===== src/rtl/irl_pkg.sv =====
package irl_pkg;

  typedef enum logic {
    TRIG_EDGE  = 1'b0,
    TRIG_LEVEL = 1'b1
  } trig_e;

  // Next pending value of one line; a fresh rising edge beats a clear.
  function automatic logic irl_next_pend(input trig_e mode, input logic line,
                                         input logic prev, input logic held,
                                         input logic clr);
    logic rise;
    rise = line & ~prev;
    if (mode == TRIG_LEVEL) return line;
    if (rise)               return 1'b1;
    if (clr)                return 1'b0;
    return held;
  endfunction

endpackage


===== src/rtl/irl_trig_reg.sv =====
module irl_trig_reg #(
  parameter int                 N_LINES    = 8,
  parameter logic [N_LINES-1:0] WRITE_MASK = 8'hF8
) (
  input  logic               clk,
  input  logic               rst,
  input  logic               wr_en,
  input  logic [N_LINES-1:0] wr_data,
  output logic [N_LINES-1:0] mode_o
);

  logic [N_LINES-1:0] mode_q;

  always_ff @(posedge clk) begin
    if (rst) begin
      mode_q <= '0;
    end else if (wr_en) begin
      mode_q <= wr_data & WRITE_MASK;
    end
  end

  assign mode_o = mode_q;

endmodule


===== src/rtl/irl_line_cell.sv =====
module irl_line_cell
  import irl_pkg::*;
(
  input  logic  clk,
  input  logic  rst,
  input  logic  init_clr,
  input  trig_e mode_i,
  input  logic  line_i,
  input  logic  clr_i,
  input  logic  mask_i,
  output logic  pend_o,
  output logic  masked_o
);

  logic prev_q;
  logic pend_q;
  logic masked_q;
  logic pend_d;

  always_comb begin
    pend_d = irl_next_pend(mode_i, line_i, prev_q, pend_q, clr_i);
  end

  always_ff @(posedge clk) begin
    if (rst || init_clr) begin
      prev_q   <= 1'b0;
      pend_q   <= 1'b0;
      masked_q <= 1'b0;
    end else begin
      prev_q   <= line_i;
      pend_q   <= pend_d;
      masked_q <= pend_d & mask_i;
    end
  end

  assign pend_o   = pend_q;
  assign masked_o = masked_q;

endmodule


===== src/rtl/irq_req_latch.sv =====
module irq_req_latch
  import irl_pkg::*;
#(
  parameter int                 N_LINES    = 8,
  parameter logic [N_LINES-1:0] WRITE_MASK = 8'hF8
) (
  input  logic               clk,
  input  logic               rst,
  input  logic               init_clr,
  input  logic [N_LINES-1:0] irq_in,
  input  logic [N_LINES-1:0] mask_in,
  input  logic [N_LINES-1:0] ack_clr,
  input  logic               trig_wr_en,
  input  logic [N_LINES-1:0] trig_wr_data,
  output logic [N_LINES-1:0] pending,
  output logic [N_LINES-1:0] masked,
  output logic [N_LINES-1:0] trig_mode
);

  logic [N_LINES-1:0] mode_w;

  irl_trig_reg #(
    .N_LINES   (N_LINES),
    .WRITE_MASK(WRITE_MASK)
  ) trig_i (
    .clk    (clk),
    .rst    (rst),
    .wr_en  (trig_wr_en),
    .wr_data(trig_wr_data),
    .mode_o (mode_w)
  );

  for (genvar g = 0; g < N_LINES; g++) begin : g_line
    irl_line_cell cell_i (
      .clk     (clk),
      .rst     (rst),
      .init_clr(init_clr),
      .mode_i  (trig_e'(mode_w[g])),
      .line_i  (irq_in[g]),
      .clr_i   (ack_clr[g]),
      .mask_i  (mask_in[g]),
      .pend_o  (pending[g]),
      .masked_o(masked[g])
    );
  end

  assign trig_mode = mode_w;

endmodule


===== config.mk =====
export PLATFORM = sky130hd
export DESIGN_NAME = irq_req_latch
export DESIGN_NICKNAME = d
export VERILOG_FILES = /design/src/rtl/irl_pkg.sv /design/src/rtl/irl_trig_reg.sv /design/src/rtl/irl_line_cell.sv /design/src/rtl/irq_req_latch.sv
export SDC_FILE = /design/constraint.sdc
export NUM_CORES = 1
export LEC_CHECK = 0
export CAP_MARGIN = 20
export CORE_ASPECT_RATIO = 0.75
export CORE_MARGIN = 3
export CORE_UTILIZATION = 35
export CTS_CLUSTER_SIZE = 25
export DETAILED_ROUTE_END_ITERATION = 8
export MAX_ROUTING_LAYER = met4
export PLACE_DENSITY_LB_ADDON = 0.12
export SYNTH_ARGS = -nofsm -noshare
export SYNTH_HDL_FRONTEND = slang
export SYNTH_SLANG_ARGS = --single-unit

===== constraint.sdc =====
create_clock -name clk -period 2.1 [get_ports clk]
set_input_delay 0.63 -clock clk [delete_from_list [all_inputs] [get_ports clk]]
set_output_delay 0.63 -clock clk [all_outputs]
set_load 0.005 [all_outputs]

==> results.cfg, run 1 <==
[global_route]
antenna_found_initial = 0
grt_max_degree = 9
grtUsageTotal_pct = 12.86
grt_pass1_vias = 866
grt.overflow.total = 0
grt_pass1_wl_mm = 3.808

[sta]
finalMaxSlewViolations = 0
finalSetupViolCount = 0
fmax_ghz = 0.5546
rsz0062_at_grt = false
tightest_slew_ps = 547.9
fin_crit_sh_pct = 85.86
worst_slack_ps = 297.0
hold_viol = 0
fin_crit_ps = 1803
fin_worst_skew_ps = 1.678
tns_ps = 0
relSlewSlack_pct = 63.47

[place]
dp_slack_ps = 179.6
dpl.hpwl_mm = 1.744
io_buffers = 53
place.gp.congestion = 0.7200
placed_area_mm2 = 0.001570
placed_cells = 188

[detailed_routing]
wire_per_inst_um = 11.49
detail_route.vias_per_cell = 4.282
drc = 0
drt-total-wl_mm = 2.240
drtIter0Drc = 10
first_pass_iters = 4
ant_nets = 0
vias = 835

[clock_tree]
htreeDepth = 2
cts-buffers-inserted = 5
cts_tree = built
cts_num_sinks = 29
path_clk_slew_ps = 60
clock_path_buffers = 2
cts_hold_buf = 0
clock_latency_ps = 270
postCtsSetupBuffers = 0
ctsRootBufferMaster = clkbuf_8
cts_resized = 0

[layout]
regArea_um2 = 580.6
final_area_mm2 = 0.001657
nNetsFinal = 193
drive_gt1_share_pct = 7.643
final_cell_mix = clkdlybuf4s50_1, dfxtp_1, nor2_1, nand2b_1, and2_1
area_growth_pct = 42.37
nFillCells = 286
final_cells = 195
multi_input_area_um2 = 389.1
final_common_cell = clkdlybuf4s50_1
antenna_cells = 0

[worst_setup_path]
cp_top_family = buffers and inverters
crit_type = reg2out
worst_r2r_endpoint = g_line[6].cell_i.pend_o
cp.required_ps = 1470
path_buf_inv = 1
max_stage_delay_ps = 520
crit_arrival_ps = 1170
cp_slowest_cell = clkdlybuf4s50_1
critPathLaunchType = flop
cp_cell_sequence = clkdlybuf4s50_1
end_kind = primary output
r2r-start = trig_i.mode_o[6]
reg2reg_slack_ps = 1220
critPathMaxFanout = 4
reg2reg_depth = 3

[logic_synthesis]
ys_seq_elements = 29
synth_cells = 119
ys_seq_area_share_pct = 49.89
syn_area_mm2 = 0.001164
ys_warn_count = 0
synth.distinct_cells = 13
avgSynthCellArea_um2 = 9.778

[min_path]
hold_end = g_line[2].cell_i.pend_o
min-delay-start = g_line[2].cell_i.pend_o
hold_path_class = reg2reg
min_path_cells = 2

[power]
total_power_mw = 1.181
powerDensity_mw_per_mm2 = 712.8
ir_worst_vdd_mv = 0.3924
p_leak_nw = 0.6605

[job]
cap_violations = 0

[die]
fp.dieW_um = 72.58
io_pins = 60
coreArea_mm2 = 0.003063
die_y_um = 55.94
die_area_mm2 = 0.004060
initial_core_util_pct = 37.99
row_count = 17

[run_status]
outcome = finished clean
[stage by stage]
step                util [%]  hold WS (ps)
floorplan                  -         497.0
CTS                    54.09         539.7
global route           54.09         554.5
finish                 54.09         531.7
detailed placement     51.27         531.4
global placement       51.27         508.2
[flip-flops by register name, summed over array words and instances (netlist names)]
register,cells
g_line.cell_i.masked_o,8
g_line.cell_i.pend_o,8
g_line.cell_i.prev_q,8
trig_i.mode_o,5
[report_power, final]
part / leakage (nW) / internal, mW / switching [mW]
Combinational: 0.378 / 0.106 / 0.0495
Sequential: 0.238 / 0.574 / 0.0117
Clock: 0.0443 / 0.259 / 0.181
[worst reg2reg max path, stage by stage, from the launching register on]
cell,delay (ps)
dfxtp_1,330
nand2b_1,150
a22oi_1,210
nor2_1,60
[cell type report]
class | count | area share (%)
flip-flops and latches | 29 | 35.05
clock buffers | 7 | 5.211
multi-input cells | 65 | 23.49
well taps | 38 | 2.870
repair buffers | 56 | 33.38
[Yosys cell counts]
master / number / area, um^2
nor2_1: 21 / 78.83
a21oi_4: 3 / 48.80
buf_2: 2 / 10.01
or2_1: 1 / 6.260
mux2i_1: 5 / 50.05
and2_1: 11 / 68.82
buf_6: 1 / 11.26
nand2_1: 5 / 18.77
a22oi_1: 5 / 37.54
nand2b_1: 11 / 68.82
buf_4: 24 / 180.2
dfxtp_1: 29 / 580.6
conb_1: 1 / 3.750
[worst max-delay path by stage]
| stage | cells past startpoint | from | end | slack (ps) |
|---|---|---|---|---|
| finish | 1 | trig_i.mode_o[7] | trig_mode[7] | 300 |
| global route | 1 | trig_i.mode_o[4] | trig_mode[4] | 220 |
| CTS | 1 | trig_i.mode_o[3] | trig_mode[3] | 270 |
| detailed placement | 4 | init_clr | g_line[1].cell_i.masked_o | 180 |
| global placement | 4 | init_clr | g_line[2].cell_i.masked_o | 180 |
| floorplan | 4 | init_clr | g_line[0].cell_i.masked_o | 840 |
[cells by family after synthesis]
group | synth area share [%]
muxes | 4.301
DFF | 49.89
other | 0.3223
and+or+nand+nor | 20.75
AOI/OAI and AO/OA | 7.420
buffers and inverters | 17.31
[metal layers]
| metal | vias up | routed length, um | track usage, % |
|---|---|---|---|
| li1 | 423 | - | - |
| met1 | 377 | 965 | 13.75 |
| met2 | 31 | 1086 | 20.18 |
| met3 | 4 | 157 | 5.054 |
| met4 | 0 | 31 | 7.105 |
| met5 | - | 0 | - |
Power figures use the tool's default switching activity.
==> run 2: changes to the inputs <==
--- a/config.mk
+++ b/config.mk
@@ -11,8 +11,10 @@
 export CORE_UTILIZATION = 35
 export CTS_CLUSTER_SIZE = 25
 export DETAILED_ROUTE_END_ITERATION = 8
+export DONT_BUFFER_PORTS = 1
 export MAX_ROUTING_LAYER = met4
 export PLACE_DENSITY_LB_ADDON = 0.12
 export SYNTH_ARGS = -nofsm -noshare
 export SYNTH_HDL_FRONTEND = slang
 export SYNTH_SLANG_ARGS = --single-unit
+export TNS_END_PERCENT = 20
==> run 2 against run 1 <==
Compared with the run above: largest cell class unchanged; clock-buffer cell count unchanged; critical path depth down 1; highest routed layer unchanged; maximum frequency rose by 38%; power shrank 3.7%.
==> results.cfg, run 2 (synthesized netlist as in run 1, its figures left out) <==
[run_status]
outcome = finished clean

[layout]
antenna_cells = 0
final_cell_mix = dfxtp_1, nor2_1, nand2b_1, and2_1, clkbuf_8
multi_input_area_um2 = 389.1
area_growth_pct = -3.226
final_area_mm2 = 0.001126
final_common_cell = dfxtp_1
drive_gt1_share_pct = 11.65
final_cells = 141
regArea_um2 = 580.6
final_util_pct = 36.76
nFillCells = 312
nNetsFinal = 138

[sta]
worst_hold_slack_ps = 423.2
fmax_ghz = 0.7639
fin_worst_skew_ps = 2.720
fin_crit_ps = 1309
fin_crit_sh_pct = 62.33
rsz0062_at_grt = false
relSlewSlack_pct = 63.04
finalMaxSlewViolations = 0
finalSetupViolCount = 0
worst_slack_ps = 791.0
tns_ps = 0
hold_viol = 0
tightest_slew_ps = 554.3

[worst_setup_path]
crit_arrival_ps = 680
r2r-start = trig_i.mode_o[4]
critPathMaxFanout = 4
crit_start = trig_i.mode_o[3]
reg2reg_slack_ps = 1200
crit_type = reg2out
end_kind = primary output
cp.required_ps = 1470
critPathLaunchType = flop

[place]
dp_slack_ps = 631.1
io_buffers = 0
dpl.hpwl_mm = 1.468
place.gp.congestion = 0.5937
placed_area_mm2 = 0.001025
placed_cells = 133

[clock_tree]
ctsRootBufferMaster = clkbuf_8
clock_latency_ps = 270
cts_resized = 0
clock_path_buffers = 2
htreeDepth = 2
path_clk_slew_ps = 60
cts_hold_buf = 0
cts_num_sinks = 29
cts-buffers-inserted = 5
cts_tree = built
postCtsSetupBuffers = 0

[power]
p_comb_share_pct = 4.7
p_sw_share_pct = 21.25
ir_worst_vdd_mv = 0.4411
clkPwrFrac_pct = 43.4
total_power_mw = 1.137
p_leak_nw = 0.4618
seqPwrFrac_pct = 51.8
powerDensity_mw_per_mm2 = 1010
p_int_mw = 0.8955
switchingPower_mw = 0.2416

[die]
row_count = 17
initial_core_util_pct = 37.99
die_y_um = 55.94
fp.dieW_um = 72.58
io_pins = 60
coreArea_mm2 = 0.003063
die_area_mm2 = 0.004060

[detailed_routing]
first_pass_iters = 4
vias = 636
drtIter0Drc = 15
drt-total-wl_mm = 1.927
ant_nets = 0
drc = 0
detail_route.vias_per_cell = 4.511
wire_per_inst_um = 13.67

[global_route]
grt_pass1_wl_mm = 3.008
grt_max_degree = 10
antenna_found_initial = 0
grt_pass1_vias = 657
grt.overflow.total = 0
grtUsageTotal_pct = 10.49

[job]
cap_violations = 0

[min_path]
min-delay-start = rst
hold_path_class = in2reg
==> run 2: power groups by stage <==
stage / Sequential, mW / Combinational, mW / Clock (mW)
after global placement: 0.602 / 0.0533 / 0
after floorplan: 0.594 / 0.0800 / 0
after CTS: 0.590 / 0.0554 / 0.510
after detailed placement: 0.602 / 0.0550 / 0
final: 0.589 / 0.0538 / 0.494
after global routing: 0.593 / 0.0628 / 0.533
==> run 2: area by class of cell <==
type	instances	share of cell area (%)
well taps	38	4.222
flip-flops and latches	29	51.56
repair buffers	1	0.6667
clock buffers	7	8.556
clock inverters	1	0.4444
multi-input cells	65	34.56
==> run 2: final timing paths <==
| path | to | cells past startpoint |
|---|---|---|
| hold / removal | trig_i.mode_o[7] | 1 |
| hold reg to reg | g_line[1].cell_i.pend_o | 2 |
| setup reg to reg | g_line[4].cell_i.pend_o | 3 |
| setup / recovery | trig_mode[3] | 0 |
==> run 2: layer usage <==
metal / wire [um] / global-route usage (%) / vias up / part of all wire (%)
li1: - / - / 311 / -
met1: 742 / 11.32 / 289 / 39
met2: 955 / 15.42 / 34 / 50
met3: 216 / 5.596 / 2 / 11
met4: 12 / 5.526 / 0 / 0.62
met5: 0 / - / - / 0
